==> config.mk <==
export PLATFORM = sky130hd
export DESIGN_NAME = ind_reg_bridge
export DESIGN_NICKNAME = d
export VERILOG_FILES = /design/src/rtl/ibr_pkg.sv /design/src/rtl/ibr_window.sv /design/src/rtl/ibr_region_dec.sv /design/src/rtl/ibr_seq.sv /design/src/rtl/ind_reg_bridge.sv
export SDC_FILE = /design/constraint.sdc
export NUM_CORES = 1
export LEC_CHECK = 0
export BUFFER_PORTS_ARGS = -buffer_cell sky130_fd_sc_hd__buf_2
export CORE_MARGIN = 4
export CORE_UTILIZATION = 45
export DETAILED_ROUTE_END_ITERATION = 8
export MAX_ROUTING_LAYER = met4
export PLACE_DENSITY = 0.78
export SYNTH_ARGS = -nofsm -noshare
export SYNTH_HDL_FRONTEND = slang
export SYNTH_SLANG_ARGS = --single-unit
==> constraint.sdc <==
create_clock -name clk -period 2.3 [get_ports clk]
set_clock_uncertainty 0.1 [all_clocks]
set_input_delay 0 -clock clk [delete_from_list [all_inputs] [get_ports clk]]
set_output_delay 0 -clock clk [all_outputs]
set_load 0.03 [all_outputs]
==> src/rtl/ibr_pkg.sv <==
package ibr_pkg;
    localparam int BYTE_W     = 8;
    localparam int DATA_W     = 32;
    localparam int ADDR_W     = 16;
    localparam int DATA_BYTES = DATA_W / BYTE_W;
    localparam int ADDR_BYTES = ADDR_W / BYTE_W;
    localparam int ERR_W      = 6;
    localparam int WIN_BASE   = 'h30;
    localparam int DATA_OFS   = WIN_BASE;
    localparam int ADDR_OFS   = WIN_BASE + DATA_BYTES;
    localparam int CTRL_OFS   = 'h3F;
    localparam int RW_BIT     = 6;

    localparam logic [ERR_W-1:0] ERR_NONE    = 6'h00;
    localparam logic [ERR_W-1:0] ERR_RANGE   = 6'h01;
    localparam logic [ERR_W-1:0] ERR_TIMEOUT = 6'h02;

    typedef enum logic [0:0] {ST_IDLE, ST_REQ} seq_state_e;

    typedef struct packed {
        logic              is_read;
        logic [ADDR_W-1:0] addr;
        logic [DATA_W-1:0] data;
    } txn_t;

    function automatic logic [BYTE_W-1:0] pack_ctrl(input logic busy, input logic rd,
                                                    input logic [ERR_W-1:0] err);
        return {busy, rd, err};
    endfunction
endpackage

==> src/rtl/ibr_window.sv <==
module ibr_window
    import ibr_pkg::*;
(
    input  logic              clk,
    input  logic              rst,
    input  logic              wr_en,
    input  logic [BYTE_W-1:0] ofs,
    input  logic [BYTE_W-1:0] wdata,
    input  logic              load_rd,
    input  logic [DATA_W-1:0] rd_word,
    input  logic [BYTE_W-1:0] ctrl_byte,
    output logic [DATA_W-1:0] data_word,
    output logic [ADDR_W-1:0] addr_word,
    output logic [BYTE_W-1:0] rdata
);
    logic [DATA_W-1:0] data_q;
    logic [ADDR_W-1:0] addr_q;

    always_ff @(posedge clk) begin
        if (rst) begin
            data_q <= '0;
            addr_q <= '0;
        end else begin
            for (int b = 0; b < DATA_BYTES; b++) begin
                if (load_rd)
                    data_q[b*BYTE_W +: BYTE_W] <= rd_word[b*BYTE_W +: BYTE_W];
                else if (wr_en && ofs == BYTE_W'(DATA_OFS + b))
                    data_q[b*BYTE_W +: BYTE_W] <= wdata;
            end
            for (int b = 0; b < ADDR_BYTES; b++) begin
                if (wr_en && ofs == BYTE_W'(ADDR_OFS + b))
                    addr_q[b*BYTE_W +: BYTE_W] <= wdata;
            end
        end
    end

    always_comb begin
        rdata = '0;
        for (int b = 0; b < DATA_BYTES; b++)
            if (ofs == BYTE_W'(DATA_OFS + b)) rdata = data_q[b*BYTE_W +: BYTE_W];
        for (int b = 0; b < ADDR_BYTES; b++)
            if (ofs == BYTE_W'(ADDR_OFS + b)) rdata = addr_q[b*BYTE_W +: BYTE_W];
        if (ofs == BYTE_W'(CTRL_OFS)) rdata = ctrl_byte;
    end

    assign data_word = data_q;
    assign addr_word = addr_q;

    // a plain host store to the low data byte lands in the window
    assert_byte_store_R2: assert property (@(posedge clk) disable iff (rst)
        (wr_en && !load_rd && ofs == BYTE_W'(DATA_OFS)) |=> (data_word[BYTE_W-1:0] == $past(wdata)));

    // read return overrides a simultaneous host byte store
    assert_return_wins_R11: assert property (@(posedge clk) disable iff (rst)
        load_rd |=> (data_word == $past(rd_word)));
endmodule

==> src/rtl/ibr_region_dec.sv <==
module ibr_region_dec
    import ibr_pkg::*;
#(
    parameter int REGION_COUNT = 10,
    localparam int REG_W = (REGION_COUNT > 1) ? $clog2(REGION_COUNT) : 1
)(
    input  logic [ADDR_W-1:0] addr,
    output logic [REG_W-1:0]  region,
    output logic              valid
);
    logic [BYTE_W-1:0] hi;

    always_comb begin
        hi     = addr[ADDR_W-1 -: BYTE_W];
        valid  = hi < BYTE_W'(REGION_COUNT);
        region = valid ? hi[REG_W-1:0] : '0;
    end
endmodule

==> src/rtl/ibr_seq.sv <==
module ibr_seq
    import ibr_pkg::*;
#(
    parameter int TIMEOUT_CYCLES = 256,
    localparam int CNT_W = $clog2(TIMEOUT_CYCLES + 1)
)(
    input  logic              clk,
    input  logic              rst,
    input  logic              start,
    input  logic              start_rd,
    input  logic [DATA_W-1:0] data_word,
    input  logic [ADDR_W-1:0] addr_word,
    input  logic              addr_ok,
    input  logic              int_ack,
    output txn_t              txn,
    output logic              busy,
    output logic [ERR_W-1:0]  err,
    output logic              int_req,
    output logic              load_rd
);
    localparam logic [CNT_W-1:0] LAST = CNT_W'(TIMEOUT_CYCLES - 1);

    seq_state_e       state_q;
    txn_t             txn_q;
    logic [ERR_W-1:0] err_q;
    logic [CNT_W-1:0] cnt_q;

    always_ff @(posedge clk) begin
        if (rst) begin
            state_q <= ST_IDLE;
            txn_q   <= '0;
            err_q   <= ERR_NONE;
            cnt_q   <= '0;
        end else begin
            unique case (state_q)
                ST_IDLE: if (start) begin
                    state_q <= ST_REQ;
                    txn_q   <= '{is_read: start_rd, addr: addr_word, data: data_word};
                    err_q   <= ERR_NONE;
                    cnt_q   <= '0;
                end
                ST_REQ: begin
                    if (!addr_ok) begin
                        state_q <= ST_IDLE;
                        err_q   <= ERR_RANGE;
                    end else if (int_ack) begin
                        state_q <= ST_IDLE;
                    end else if (cnt_q == LAST) begin
                        state_q <= ST_IDLE;
                        err_q   <= ERR_TIMEOUT;
                    end else begin
                        cnt_q <= cnt_q + 1'b1;
                    end
                end
                default: state_q <= ST_IDLE;
            endcase
        end
    end

    assign busy    = (state_q == ST_REQ);
    assign int_req = busy && addr_ok;
    assign load_rd = int_req && int_ack && txn_q.is_read;
    assign txn     = txn_q;
    assign err     = err_q;

    // an unanswered request keeps its operands until the wait ends
    assert_req_holds_R3: assert property (@(posedge clk) disable iff (rst)
        (int_req && !int_ack && cnt_q != LAST) |=> (int_req && $stable(txn)));

    // an acknowledge ends the access on the next cycle
    assert_ack_ends_R4: assert property (@(posedge clk) disable iff (rst)
        (int_req && int_ack) |=> !busy);

    // an out-of-range address ends with the range code
    assert_range_err_R6: assert property (@(posedge clk) disable iff (rst)
        (busy && !addr_ok) |=> (!busy && err == ERR_RANGE));

    // the wait counter never passes its limit
    assert_wait_bound_R7: assert property (@(posedge clk) disable iff (rst)
        busy |-> (cnt_q <= LAST));

    // a fresh access always begins with a clean error code
    assert_err_clean_R8: assert property (@(posedge clk) disable iff (rst)
        $rose(busy) |-> (err == ERR_NONE));

    // busy only rises because of an accepted control write
    assert_busy_cause_R9: assert property (@(posedge clk) disable iff (rst)
        $rose(busy) |-> $past(start));
endmodule

==> src/rtl/ind_reg_bridge.sv <==
module ind_reg_bridge
    import ibr_pkg::*;
#(
    parameter int REGION_COUNT   = 10,
    parameter int TIMEOUT_CYCLES = 256,
    localparam int REG_W = (REGION_COUNT > 1) ? $clog2(REGION_COUNT) : 1
)(
    input  logic              clk,
    input  logic              rst,
    input  logic              host_wr,
    input  logic [7:0]        host_addr,
    input  logic [7:0]        host_wdata,
    output logic [7:0]        host_rdata,
    output logic              int_req,
    output logic              int_we,
    output logic [15:0]       int_addr,
    output logic [31:0]       int_wdata,
    output logic [REG_W-1:0]  int_region,
    input  logic              int_ack,
    input  logic [31:0]       int_rdata
);
    txn_t              txn;
    logic              busy, addr_ok, load_rd, start;
    logic [ERR_W-1:0]  err;
    logic [DATA_W-1:0] data_word;
    logic [ADDR_W-1:0] addr_word;
    logic [BYTE_W-1:0] ctrl_byte;

    assign start     = host_wr && host_addr == BYTE_W'(CTRL_OFS);
    assign ctrl_byte = pack_ctrl(busy, txn.is_read, err);

    ibr_window u_win (
        .clk       (clk),
        .rst       (rst),
        .wr_en     (host_wr),
        .ofs       (host_addr),
        .wdata     (host_wdata),
        .load_rd   (load_rd),
        .rd_word   (int_rdata),
        .ctrl_byte (ctrl_byte),
        .data_word (data_word),
        .addr_word (addr_word),
        .rdata     (host_rdata)
    );

    ibr_seq #(.TIMEOUT_CYCLES(TIMEOUT_CYCLES)) u_seq (
        .clk       (clk),
        .rst       (rst),
        .start     (start),
        .start_rd  (host_wdata[RW_BIT]),
        .data_word (data_word),
        .addr_word (addr_word),
        .addr_ok   (addr_ok),
        .int_ack   (int_ack),
        .txn       (txn),
        .busy      (busy),
        .err       (err),
        .int_req   (int_req),
        .load_rd   (load_rd)
    );

    ibr_region_dec #(.REGION_COUNT(REGION_COUNT)) u_dec (
        .addr   (txn.addr),
        .region (int_region),
        .valid  (addr_ok)
    );

    assign int_we    = !txn.is_read;
    assign int_addr  = txn.addr;
    assign int_wdata = txn.data;

    // no request ever leaves for an unpopulated region
    assert_region_legal_R5: assert property (@(posedge clk) disable iff (rst)
        int_req |-> (int_addr[15:8] < 8'(REGION_COUNT)));

    // host operand writes while busy leave the bus untouched
    assert_bus_frozen_R10: assert property (@(posedge clk) disable iff (rst)
        (int_req && !int_ack && host_wr && host_addr != 8'(CTRL_OFS)) |=>
            ($stable(int_addr) && $stable(int_wdata)));
endmodule

==> impl_results.md, run 1 <==
- CP max-delay cell: or4_1
- Htree depth: 3
- Root buf cell: clkbuf_16
- Final setup margin: 0.169 ns
- Global-route wire length before repair: 23.4 mm
- Initial antenna violation count: 0
- Post CTS Setup Buffer Count: 0
- Fmax: 469 MHz
- Syn nets: 661
- Std cell rows: 38
- P_leak: 2.62 nW
- Hold WS: 0.0733 ns
- Period utilisation layout: 92.7%
- Clock slew at reported path FFs: 0.07 ns
- Layout Nets: 747
- Routed wl met3: 1.02 mm
- CP startpoint kind: flip-flop
- GRT Util Overall: 23.0%
- Synth cell types: 40
- Critical Path, Cell by Cell: ha_1 -> nand3_1 -> nor2_1 -> ha_1 -> nor2_2 -> nand4_2 -> or4_1 -> a21oi_1
- Post-synth EDFFs: 0
- Fin crit period: 2.13 ns
- Number of global-route vias before repair: 4609
- Synthesis-to-finish area growth: 19.7%
- Main flop type after synthesis: dfxtp_1
- Flop2flop setup slack: 0.17 ns
- MaxCap Viol Count: 0
- I/O Pins: 114
- Top Metal Used: met4
- Drt via density: 5.59
- Core Box Area: 11000 um2
- Largest net degree at the start of global routing: 65
- Drc violations: 0
- DIE HEIGHT: 115 um
- Fin. Hold Viols: 0
- Leading post-synthesis cells by cell area: dfxtp_1 42%, mux2i_1 9.3%, nand2_1 8.5%
- Drt wl/cell: 17.4 um
- Synth Area per Inst: 8.50 um2
- Critical path endpoint category: flip-flop
- Post-route core utilization: 56.0%
- Filler cells: 1007
- Synth Register Bits: 109
- Slew @ Worst Pin: 0.657 ns
- Die ar.: 13200 um2
- Status: completed
- Layout cells sized above 1: 21.8%
- Crit Path Class: reg2reg
- Yosys top cell area share: 42.3%
- Clock sinks: 109
- Clk buf depth: 2
- Most frequent cells in the layout: 117 x nand2_1, 113 x buf_2, 109 x dfxtp_1, 62 x a21oi_1, 54 x nor2_1
- Final Max Slew Viols: 0
- Syn Inst Count: 607
- Grt ovf: 0
- Worst Hold Class: in2reg
- Max_slew headroom: 56.2%
- Post-Syn Area: 5160 um2
- Initial core utilization: 46.8%
- Post-synthesis sequential area ratio: 42.3%
- Pre-CTS WS: 0.160 ns
- Critical Path AT: 2.31 ns
- Routability congestion estimate: 0.886
- Crit path buf inv count: 0
- Maximum vdd drop: 373 uV
- Async SR Flop Fraction: 0%
- Vias: 4687
- TritonCTS clock tree: yes
- CP max stage delay: 0.53 ns
- PD cells: 598 nW/um2
- DP HPWL: 10.0 mm
- Met1 WL: 6.00 mm
- Pre-antenna DRT Iters: 5
- Port Buf Inserts: 113
- Post-Route WL: 14.6 mm
- Post-synth top area cell: dfxtp_1
- Critical path data required time: 2.48 ns
- Total CTS buffers: 9
- Most used cell, CP: ha_1
- Final setup fails: 0
- Starting DRC count in detailed routing: 459
- Die outline width: 115 um
- Synth warnings: 0
- Crit-path max FO: 8
- Post-DRT Antenna Nets: 0
- Critical path's top delay family: simple AND/OR/NAND/NOR gates
- Antenna cells: 0
- Commonest non-fill, non-tap cell in the layout: nand2_1
- Worst skew pair latency: 0.35 ns
- Wire length on met2: 7.15 mm
## metrics by stage
step	cell area [um2]	instances	power (mW)	setup TNS (ns)
6_report	6170	838	3.69	0
3_5_place_dp	5440	780	2.08	0
5_1_grt	6170	838	3.82	-0.00132
4_1_cts	6170	838	3.71	0
2_1_floorplan	5160	607	2.00	0
3_3_place_gp	5440	780	2.08	0
## flip-flops by register name, summed over array words and instances, names as in the netlist
name	flops
u_seq.txn	49
u_win.data_word	32
u_win.addr_word	16
u_seq.cnt_q	9
u_seq.err	2
u_seq.busy	1
## cell families after synthesis
logic type	share of synthesized area [%]
fa+ha+maj	0.485
flops	42.3
buf+inv	10.4
simple gates	19.7
mux	12.4
xor+xnor	0.340
compound gates	14.4
## timing repair
action                                  in CTS  in global routing
hold buffers                                42                  0
endpoints found under the hold margin       57                  0
gates resized for setup                      0                  1
endpoints found under the setup margin       0                  2
## routing by layer
metal,GRT usage (%),up-vias
li1,-,2234
met5,-,-
met4,9.86,0
met2,37.3,209
met1,28.2,2207
met3,4.05,37
## power breakdown
part           internal [mW]  leakage, nW  switching, mW
Combinational         0.0987         1.59          0.108
Clock                  0.882        0.149          0.716
Sequential              1.89        0.877        0.00111
## area by class of cell
| cell class | count | area [um2] | area share [%] |
|---|---|---|---|
| Multi-Input combinational cell | 406 | 2440 | 39.5 |
| Sequential cell | 109 | 2180 | 35.3 |
| Timing Repair Buffer | 165 | 1060 | 17.2 |
| Clock buffer | 10 | 239 | 3.87 |
| Tap cell | 140 | 175 | 2.84 |
| Clock inverter | 6 | 68.8 | 1.11 |
| Inverter | 2 | 7.51 | 0.122 |
## tightest hold or removal path: stages
cell,delay (ns)
buf_2,0.15
a31oi_1,0.11
o21ai_0,0.15
a21oi_1,0.06
## cells in the mapped netlist, types with 2 or more instances
library cell  count
nand2_1         117
dfxtp_1         109
a21oi_1          62
nor2_1           55
buf_4            48
mux2i_1          48
a211oi_1         32
clkbuf_1         32
o21ai_0          14
mux4_2            7
and3_1            6
buf_2             6
nand3_1           6
a31oi_1           5
nand4_1           5
a21o_1            4
and2_1            4
nand4b_1          4
o22ai_1           4
o31ai_1           4
and4_1            3
clkbuf_2          3
nand2b_1          3
or4_1             3
and4b_1           2
ha_1              2
inv_1             2
nand4_2           2
nor2b_1           2
nor3b_1           2
xor2_1            2
## worst paths after layout
path | endpoint | startpoint | cells after the start
max | u_seq.cnt_q[7] | u_seq.cnt_q[0] | 8
min | u_seq.err[1] | host_wr | 4
max reg2reg | u_seq.cnt_q[7] | u_seq.cnt_q[0] | 8
min reg2reg | u_seq.txn[2] | u_seq.txn[2] | 2
(Power assumes the default switching activity.)
==> run 2, diff against run 1 <==
--- a/config.mk
+++ b/config.mk
@@ -6,11 +6,11 @@
 export NUM_CORES = 1
 export LEC_CHECK = 0
 export BUFFER_PORTS_ARGS = -buffer_cell sky130_fd_sc_hd__buf_2
-export CORE_MARGIN = 4
+export CORE_MARGIN = 2
 export CORE_UTILIZATION = 45
 export DETAILED_ROUTE_END_ITERATION = 8
 export MAX_ROUTING_LAYER = met4
-export PLACE_DENSITY = 0.78
+export PLACE_DENSITY = 0.74
 export SYNTH_ARGS = -nofsm -noshare
 export SYNTH_HDL_FRONTEND = slang
 export SYNTH_SLANG_ARGS = --single-unit
==> impl_results.md, run 2 (same netlist as run 1, synthesis figures left out) <==
- Synthesis-to-finish area growth: 19.7% (about the same)
- Starting DRC count in detailed routing: 362 (-21%)
- Dpl cell area: 5460 um2 (+0.30%)
- Multi-input gate area: 2440 um2 (-0.10%)
- Final Max Slew Viols: 0 (unchanged)
- Post-CTS Hold Buffers: 41 (-2.4%)
- Total CTS buffers: 9 (unchanged)
- Seq. cell area: 2180 um2 (unchanged)
- Post-CTS sizing: 0 (unchanged)
- Clk buf depth: 2 (unchanged)
- Power Internal: 2.95 mW (+3.0%)
- Critical Path AT: 2.33 ns (+0.02 ns)
- Clock share of power: 43.4% (about the same)
- Max_slew headroom: 58.8% (+2.6 points)
- Drt via density: 5.41 (-3.3%)
- Status: completed
- DP Cell Count: 783 (+0.38%)
- Commonest non-fill, non-tap cell in the layout: nand2_1
- Post-DRT Antenna Nets: 0 (unchanged)
- Initial antenna violation count: 0 (unchanged)
- Final setup fails: 0 (unchanged)
- Pre-CTS WS: 0.173 ns (+0.0135 ns)
- RSZ-0062 raised after global routing: no
- Filler cells: 1023 (+1.6%)
- Layout Nets: 746 (-0.13%)
- TritonCTS clock tree: yes
- Post-route core utilization: 54.5% (-1.4 points)
- Crit Path Class: reg2reg
- Port Buf Inserts: 113 (unchanged)
- Fin. Hold Viols: 0 (unchanged)
- Grt ovf: 0 (unchanged)
- Power share of the combinational group: 5.6% (about the same)
- Final std cells w/o fill: 837 (-0.12%)
- Critical path endpoint category: flip-flop
- Design area: 6170 um2 (about the same)
- Maximum vdd drop: 409 uV (+9.7%)
- Setup TNS: 0 ns (unchanged)
- Final setup margin: 0.142 ns (-0.0268 ns)
- Fmax: 463 MHz (-1.2%)
- Layout cells sized above 1: 21.2% (-0.59 points)
- Number of global-route vias before repair: 4285 (-7.0%)
- NetSw: 0.746 mW (-9.5%)
- Worst skew pair latency: 0.35 ns (about the same)
- DP HPWL: 9.63 mm (-3.8%)
- Max reg flops: 49 (unchanged)
- Clock slew at reported path FFs: 0.07 ns (about the same)
- Clock sinks: 109 (unchanged)
- Htree depth: 3 (unchanged)
- Vias: 4527 (-3.4%)
- Initial core utilization: 45.6% (-1.2 points)
- Core Box Area: 11300 um2 (+2.6%)
- Worst Hold Class: in2reg
- I/O Pins: 114 (unchanged)
- Drt wl/cell: 16.6 um (-4.8%)
- Std cell rows: 39 (+2.6%)
- Antenna cells: 0 (unchanged)
- Period utilisation layout: 93.8% (+1.2 points)
- Global-route wire length before repair: 22.4 mm (-4.5%)
- PD cells: 599 nW/um2 (+0.23%)
- DIE HEIGHT: 111 um (-3.5%)
- Critical path data required time: 2.47 ns (about the same)
- Die outline width: 111 um (-3.5%)
- CP startpoint kind: flip-flop
- GRT Util Overall: 23.2% (+0.13 points)
- Routability congestion estimate: 0.909 (+2.5%)
- Slew @ Worst Pin: 0.619 ns (-0.0388 ns)
- Post-Route WL: 13.9 mm (-4.9%)
- Post CTS Setup Buffer Count: 0 (unchanged)
- Drc violations: 0 (unchanged)
- MaxCap Viol Count: 0 (unchanged)
- P_leak: 2.62 nW (about the same)
- Largest net degree at the start of global routing: 65 (unchanged)
- Root buf cell: clkbuf_16
- Crit-path max FO: 9 (+1)
- Sw Share: 20.2% (-2.2 points)
- Fin crit period: 2.16 ns (+0.0268 ns)
- Die ar.: 12300 um2 (-6.8%)
- Pre-antenna DRT Iters: 5 (unchanged)
- Sequential power share: 51.0% (about the same)
- Most frequent cells in the layout: 117 x nand2_1, 113 x buf_2, 109 x dfxtp_1, 62 x a21oi_1, 55 x nor2_1
-- run 2: per-layer routing --
layer / global-route usage, % / vias to the layer above / routed length (um)
li1: - / 2229 / -
met1: 31.1 / 2135 / 6290
met2: 36.0 / 144 / 6530
met3: 3.39 / 19 / 796
met4: 8.31 / 0 / 273
met5: - / - / 0
-- run 2: path summary, 6_finish.rpt --
path | depth (start not counted) | start | slack, ns | endpoint
setup / recovery | 9 | u_seq.cnt_q[0] | 0.14 | u_seq.cnt_q[3]
hold / removal | 2 | rst | 0.02 | u_win.addr_word[9]
setup reg to reg | 9 | u_seq.cnt_q[0] | 0.14 | u_seq.cnt_q[3]
hold reg to reg | 2 | u_seq.txn[2] | 0.35 | u_seq.txn[2]
-- run 2: per-stage QoR --
step	power [mW]	hold WS, ns
2_1_floorplan	2.00	0.0405
3_3_place_gp	2.08	0.204
3_5_place_dp	2.08	0.199
4_1_cts	3.72	0.00910
5_1_grt	3.82	0.0554
6_report	3.70	0.0170
-- run 2: critical path, cell delays in order (launching register included) --
cell and delay, ns:
dfxtp_1 0.34, ha_1 0.24, nand3_1 0.09, nor2_1 0.05
ha_1 0.19, nor2_1 0.18, nand4_2 0.21, buf_4 0.24
or3_1 0.34, a21oi_1 0.13
-- run 2: area by class of cell --
class,count,area share (%)
timing repair buffer,164,17.2
inverter,2,0.122
tap,143,2.90
clock buffer,11,3.93
multi-input combinational,406,39.5
sequential,109,35.3
clock inverter,2,0.973
-- run 2: power groups by stage --
stage | clock network [mW] | registers [mW] | logic, mW
floorplan | 0 | 1.93 | 0.0654
global placement | 0 | 1.93 | 0.148
detailed placement | 0 | 1.93 | 0.149
CTS | 1.63 | 1.89 | 0.202
global route | 1.72 | 1.89 | 0.220
finish | 1.60 | 1.89 | 0.206
